--- src/rtl/muxbus_pkg.sv ---
package muxbus_pkg;
  localparam int unsigned BUS_AW = 22;
  localparam int unsigned BUS_DW = 16;
  typedef enum logic [1:0] {PH_IDLE, PH_SEL, PH_RD, PH_WR} phase_t;
endpackage

--- src/rtl/muxbus_decode.sv ---
module muxbus_decode #(
  parameter int unsigned AW = 22,
  parameter int unsigned NREGS = 8,
  parameter logic [AW-1:0] BASE = 22'h3FFF00,
  localparam int unsigned IW = $clog2(NREGS)
) (
  input  logic          clk,
  input  logic          rst_n,
  input  logic          latch_i,
  input  logic          adv_i,
  input  logic [AW-1:0] ad_i,
  input  logic          iobank_i,
  input  logic          iack_i,
  input  logic          burst_i,
  output logic          hit_o,
  output logic [IW-1:0] idx_o,
  output logic          lane_o,
  output logic          burst_o,
  output logic [AW-1:0] woff_o
);
  // word offset of a byte address relative to the window base
  function automatic logic [AW-1:0] word_off(input logic [AW-1:0] a);
    logic [AW-1:0] d;
    d = a - BASE;
    return d >> 1;
  endfunction

  // cycle qualifies for this target before the range upper bound
  function automatic logic claims(input logic [AW-1:0] a, input logic iob, input logic ack);
    return iob && !ack && (a >= BASE);
  endfunction

  logic          sel_q;
  logic [AW-1:0] woff_q;
  logic          lane_q;
  logic          burst_q;

  always_ff @(posedge clk or negedge rst_n) begin
    if (!rst_n) begin
      sel_q   <= 1'b0;
      woff_q  <= '0;
      lane_q  <= 1'b0;
      burst_q <= 1'b0;
    end else if (latch_i) begin
      sel_q   <= claims(ad_i, iobank_i, iack_i);
      woff_q  <= word_off(ad_i);
      lane_q  <= ad_i[0];
      burst_q <= burst_i;
    end else if (adv_i) begin
      woff_q  <= woff_q + 1'b1;
    end
  end

  assign hit_o   = sel_q && (woff_q < AW'(NREGS));
  assign idx_o   = woff_q[IW-1:0];
  assign lane_o  = lane_q;
  assign burst_o = burst_q;
  assign woff_o  = woff_q;
endmodule

--- src/rtl/muxbus_regs.sv ---
module muxbus_regs #(
  parameter int unsigned DW = 16,
  parameter int unsigned NREGS = 8,
  localparam int unsigned IW = $clog2(NREGS),
  localparam int unsigned NLANE = DW / 8
) (
  input  logic             clk,
  input  logic             rst_n,
  input  logic             we_i,
  input  logic [NLANE-1:0] be_i,
  input  logic [IW-1:0]    idx_i,
  input  logic [DW-1:0]    wdata_i,
  output logic [DW-1:0]    rdata_o
);
  function automatic logic [DW-1:0] lane_merge(input logic [DW-1:0] old_v,
                                               input logic [DW-1:0] new_v,
                                               input logic [NLANE-1:0] be);
    logic [DW-1:0] r;
    for (int l = 0; l < int'(NLANE); l++)
      r[l*8 +: 8] = be[l] ? new_v[l*8 +: 8] : old_v[l*8 +: 8];
    return r;
  endfunction

  logic [DW-1:0] mem [NREGS];

  for (genvar g = 0; g < int'(NREGS); g++) begin : g_reg
    always_ff @(posedge clk or negedge rst_n) begin
      if (!rst_n)
        mem[g] <= '0;
      else if (we_i && (idx_i == IW'(g)))
        mem[g] <= lane_merge(mem[g], wdata_i, be_i);
    end
  end

  assign rdata_o = mem[idx_i];
endmodule

--- src/rtl/muxbus_hs.sv ---
module muxbus_hs
  import muxbus_pkg::*;
(
  input  logic clk,
  input  logic rst_n,
  input  logic sync_i,
  input  logic rd_i,
  input  logic wr_i,
  input  logic hit_i,
  input  logic burst_i,
  output logic latch_o,
  output logic acc_rd_o,
  output logic acc_wr_o,
  output logic adv_o,
  output logic reply_o,
  output logic oe_o
);
  phase_t state_q, state_d;
  logic   release_ev;

  assign latch_o    = (state_q == PH_IDLE) && sync_i;
  assign acc_rd_o   = (state_q == PH_SEL) && sync_i && hit_i && rd_i;
  assign acc_wr_o   = (state_q == PH_SEL) && sync_i && hit_i && !rd_i && wr_i;
  assign release_ev = ((state_q == PH_RD) && !rd_i) || ((state_q == PH_WR) && !wr_i);
  assign adv_o      = release_ev && burst_i;

  always_comb begin
    state_d = state_q;
    case (state_q)
      PH_IDLE: if (sync_i) state_d = PH_SEL;
      PH_SEL: begin
        if (!sync_i)       state_d = PH_IDLE;
        else if (acc_rd_o) state_d = PH_RD;
        else if (acc_wr_o) state_d = PH_WR;
      end
      PH_RD, PH_WR: begin
        if (!sync_i)         state_d = PH_IDLE;
        else if (release_ev) state_d = PH_SEL;
      end
      default: state_d = PH_IDLE;
    endcase
  end

  always_ff @(posedge clk or negedge rst_n) begin
    if (!rst_n) state_q <= PH_IDLE;
    else        state_q <= state_d;
  end

  assign reply_o = (state_q == PH_RD) || (state_q == PH_WR);
  assign oe_o    = (state_q == PH_RD);
endmodule

--- src/rtl/muxbus_target.sv ---
module muxbus_target
  import muxbus_pkg::*;
#(
  parameter int unsigned AW = BUS_AW,
  parameter int unsigned DW = BUS_DW,
  parameter int unsigned NREGS = 8,
  parameter logic [AW-1:0] BASE = 22'h3FFF00,
  localparam int unsigned IW = $clog2(NREGS),
  localparam int unsigned NLANE = DW / 8
) (
  input  logic          clk,
  input  logic          rst_n,
  input  logic [AW-1:0] bus_ad_in,
  input  logic          sync_i,
  input  logic          iobank_i,
  input  logic          iack_i,
  input  logic          burst_i,
  input  logic          rd_strobe_i,
  input  logic          wr_strobe_i,
  input  logic          byte_i,
  output logic [DW-1:0] bus_dout_o,
  output logic          bus_oe_o,
  output logic          reply_o
);
  // lane enables for a write: all lanes, or the lane named by address bit 0
  function automatic logic [NLANE-1:0] byte_en(input logic is_byte, input logic lane);
    if (!is_byte) return '1;
    return NLANE'(1) << lane;
  endfunction

  logic          latch_ev, acc_rd_ev, acc_wr_ev, adv_ev, hit;
  logic [IW-1:0] idx;
  logic          lane, burst_q;
  logic [AW-1:0] woff;
  logic [DW-1:0] rdata;
  logic [DW-1:0] dout_q;

  muxbus_decode #(.AW(AW), .NREGS(NREGS), .BASE(BASE)) u_dec (
    .clk(clk), .rst_n(rst_n), .latch_i(latch_ev), .adv_i(adv_ev),
    .ad_i(bus_ad_in), .iobank_i(iobank_i), .iack_i(iack_i), .burst_i(burst_i),
    .hit_o(hit), .idx_o(idx), .lane_o(lane), .burst_o(burst_q), .woff_o(woff)
  );

  muxbus_hs u_hs (
    .clk(clk), .rst_n(rst_n), .sync_i(sync_i), .rd_i(rd_strobe_i),
    .wr_i(wr_strobe_i), .hit_i(hit), .burst_i(burst_q),
    .latch_o(latch_ev), .acc_rd_o(acc_rd_ev), .acc_wr_o(acc_wr_ev),
    .adv_o(adv_ev), .reply_o(reply_o), .oe_o(bus_oe_o)
  );

  muxbus_regs #(.DW(DW), .NREGS(NREGS)) u_regs (
    .clk(clk), .rst_n(rst_n), .we_i(acc_wr_ev), .be_i(byte_en(byte_i, lane)),
    .idx_i(idx), .wdata_i(bus_ad_in[DW-1:0]), .rdata_o(rdata)
  );

  always_ff @(posedge clk or negedge rst_n) begin
    if (!rst_n)         dout_q <= '0;
    else if (acc_rd_ev) dout_q <= rdata;
  end

  assign bus_dout_o = dout_q;
endmodule

--- config.mk ---
export PLATFORM = sky130hd
export DESIGN_NAME = muxbus_target
export DESIGN_NICKNAME = d
export VERILOG_FILES = /design/src/rtl/muxbus_pkg.sv /design/src/rtl/muxbus_decode.sv /design/src/rtl/muxbus_regs.sv /design/src/rtl/muxbus_hs.sv /design/src/rtl/muxbus_target.sv
export SDC_FILE = /design/constraint.sdc
export NUM_CORES = 1
export LEC_CHECK = 0
export ABC_CLOCK_PERIOD_IN_PS = 3700
export BUFFER_PORTS_ARGS = -buffer_cell sky130_fd_sc_hd__buf_2
export CAP_MARGIN = 25
export CORE_AREA = 2 2 96 168
export DETAILED_ROUTE_END_ITERATION = 10
export DIE_AREA = 0 0 98 170
export GPL_ROUTABILITY_DRIVEN = 1
export GPL_TIMING_DRIVEN = 0
export PLACE_DENSITY = 0.84
export SLEW_MARGIN = 20
export SYNTH_ARGS = -nofsm -noshare
export SYNTH_HDL_FRONTEND = slang
export SYNTH_SLANG_ARGS = --single-unit
--- constraint.sdc ---
create_clock -name clk -period 3.7 [get_ports clk]
set_clock_uncertainty 0.2 [all_clocks]
set_input_delay 0.74 -clock clk [delete_from_list [all_inputs] [get_ports clk]]
set_output_delay 0.74 -clock clk [all_outputs]
set_load 0.05 [all_outputs]
==> out/summary.txt <==
top cell type's share of synthesized area: 51.7%
Wirelength per Cell: 23.5 um
Max clock buf depth: 2
TNS Setup: 0 ps
Syn Nets: 662
R2R cell count: 8
asr flop ratio synth: 100%
initial DRC count: 519
Synth area leader: dfrtp_1
main area contributors after synthesis: dfrtp_1, mux2_2, mux4_2
CTS tree: yes
final std cells w/o fill: 891
CTS Hold Bufs: 0
I/O pin count: 49
worst hold-check path type: input port to asynchronous set/reset pin
core area: 15,200 um2
number of diodes: 0
die area: 16,700 um2
fin crit share: 95.5%
Worst Tran Pin Value: 967 ps
Post-synth top cells: dfrtp_1, mux2_2, nand2_1
Site Rows: 60
drt first pass iters: 5
Critical Path RT: 3810 ps
post-CTS setup buffer count: 0
simple-gate share of the synthesized area: 11.3%
CTS Sinks: 171
Post-Syn Area: 8270 um2
Filler cells: 1,090
clk slew on worst S/H paths: 70 ps
remaining antenna violation count: 0
Die X-Extent: 98 um
CP Data Arrival Time: 3650 ps
Mean Syn Cell Area: 13.3 um2
initial core utilization: 54.3%
area of the multi-input gates: 3810 um2
# DRC: 0
TritonCTS buffer count: 17
post-synth cell types: 52
Critical Path End Type: flop
gate count after technology mapping: 624
Synth Area in XOR/XNOR: 2.43%
crit start category: flop
most common cell in the netlist: dfrtp_1
max frequency: 283 MHz
# port buffers: 48
fraction of synthesized area in multiplexers: 26.7%
Final Hold Vio Count: 0
GR Overflow Total: 0
placed cells: 859
Vias: 5,808
initial antenna violation count: 0
predominant post-synthesis flop cell: dfrtp_1
Root Buffer: clkbuf_16
nets: 730
Post-synth EDFFs: 0
post-cts resize count: 0
register bit total from synthesis: 171
share of layout cells above drive strength 1: 36.2%
worst-path fanout max: 10
Syn. warnings: 0
Post-Route WL: 21,000 um
status: complete, no violations
Avg Vias per Cell: 6.52
max-cap viol count: 0
Compound-Gate Fraction of Synth Area: 4.49%
first-pass GRT wire length: 33,800 um
clk_lat worst skew: 430 ps
Max transition margin: 35.5%
final setup fails: 0
min Tclk post-route: 3530 ps
hpwl dp: 14,600 um
Pwr Density: 435 nW/um2
largest net degree at the start of global routing: 112
Pins Over Slew Limit: 0
main combinational cell family by area after synthesis: multiplexers
H-Tree Depth: 4
total global-route track usage: 26.5%
Pleak: 0.00447 uW
sequential share of the synthesized area: 51.7%
unrepaired setup endpoints after global routing: false
RD Place Congestion: 0.924
synthesized-area fraction occupied by adder cells: 1.06%
area added between synthesis and finish: 13.5%
vias in the first global route: 6,341
die height: 170 um
Peak supply drop: 0.394 mV
crit path kind: flop to flop
FF/Latch Area: 4280 um2
## registers in the layout, summed over array words and instances (netlist names)
signal         flops
bus_dout_o        16
u_regs.mem       128
u_hs.state_q       2
u_dec.sel_q        1
u_dec.lane_o       1
u_dec.woff_o      22
u_dec.burst_o      1
## layout by cell type, fill, tap and decap left out, types with 13 or more instances in the layout
cell | Yosys | final
nor2_1 | 35 | 35
nand2_1 | 53 | 53
a31oi_1 | 18 | 18
dfrtp_1 | 171 | 171
mux2_2 | 110 | 110
buf_2 | 9 | 56
clkbuf_16 | 0 | 17
mux2_1 | 18 | 18
clkbuf_1 | 24 | 24
xnor2_1 | 13 | 13
mux4_2 | 32 | 32
## worst max-delay path, stage by stage, from the launching register on
cell and delay (ps):
dfrtp_1 390, buf_2 240, clkinv_1 240, clkbuf_1 600
clkbuf_1 620, ha_1 280, and3_1 170, buf_2 300
mux2_2 380
## metal layers
metal  up-vias  share of wire (%)  wire length, um  track usage [%]
met3        96                4.4              922             4.52
met2       274                 55            11600             48.2
li1       2450                  -                -                -
met5         -                  0                0                0
met4         0                6.1             1280             16.6
met1      2988                 34             7170             28.1
## stage by stage
| stage | hold slack (ps) | utilization [%] | setup WS (ps) | cell area, um2 | total power [uW] |
|---|---|---|---|---|---|
| detailed placement | 272 | 57.6 | 211 | 8780 | 2310 |
| CTS | 48.5 | 61.6 | 192 | 9390 | 4090 |
| global placement | 259 | 57.4 | -641 | 8750 | 2290 |
| finish | 30.8 | 61.6 | 167 | 9390 | 4080 |
| global route | 64.1 | 61.6 | 88.7 | 9390 | 4210 |
| floorplan | 242 | - | 1110 | 8270 | 2160 |
## cells by family (layout without fill, tap and decap cells)
group | count (synthesis) | count (layout)
flip-flops | 171 | 171
AND/OR/NAND/NOR | 157 | 157
AO/OA/AOI/OAI | 58 | 58
adder cells (fa/ha/maj) | 7 | 7
multiplexers | 164 | 164
XOR/XNOR | 23 | 23
buffers and inverters | 44 | 125
## power breakdown
group / internal (uW) / leakage [uW] / total [uW] / switching (uW)
clock: 967 / 0.000290 / 1800 / 830
sequential: 1900 / 0.00234 / 1950 / 44.2
combinational: 107 / 0.00184 / 341 / 233
## cell type report
| class | instances | share of cell area, % |
|---|---|---|
| plain buffers | 37 | 1.72 |
| inverters | 7 | 0.280 |
| clock inverters | 15 | 1.91 |
| well taps | 186 | 2.48 |
| repair buffers | 49 | 2.96 |
| flip-flops and latches | 171 | 45.6 |
| clock buffers | 17 | 4.53 |
| multi-input cells | 409 | 40.5 |
## worst paths after layout
path                                 start         endpoint  slack [ps]
max reg2reg                u_dec.woff_o[2]   u_regs.mem[69]         170
min reg2reg                  u_dec.burst_o    u_dec.burst_o         290
min in group clk             u_dec.burst_o    u_dec.burst_o         290
max                        u_dec.woff_o[2]   u_regs.mem[69]         170
min                                  rst_n  u_regs.mem[116]          30
max in group asynchronous            rst_n   u_regs.mem[96]        2370
Note: power is estimated with default switching activity, not from simulation.
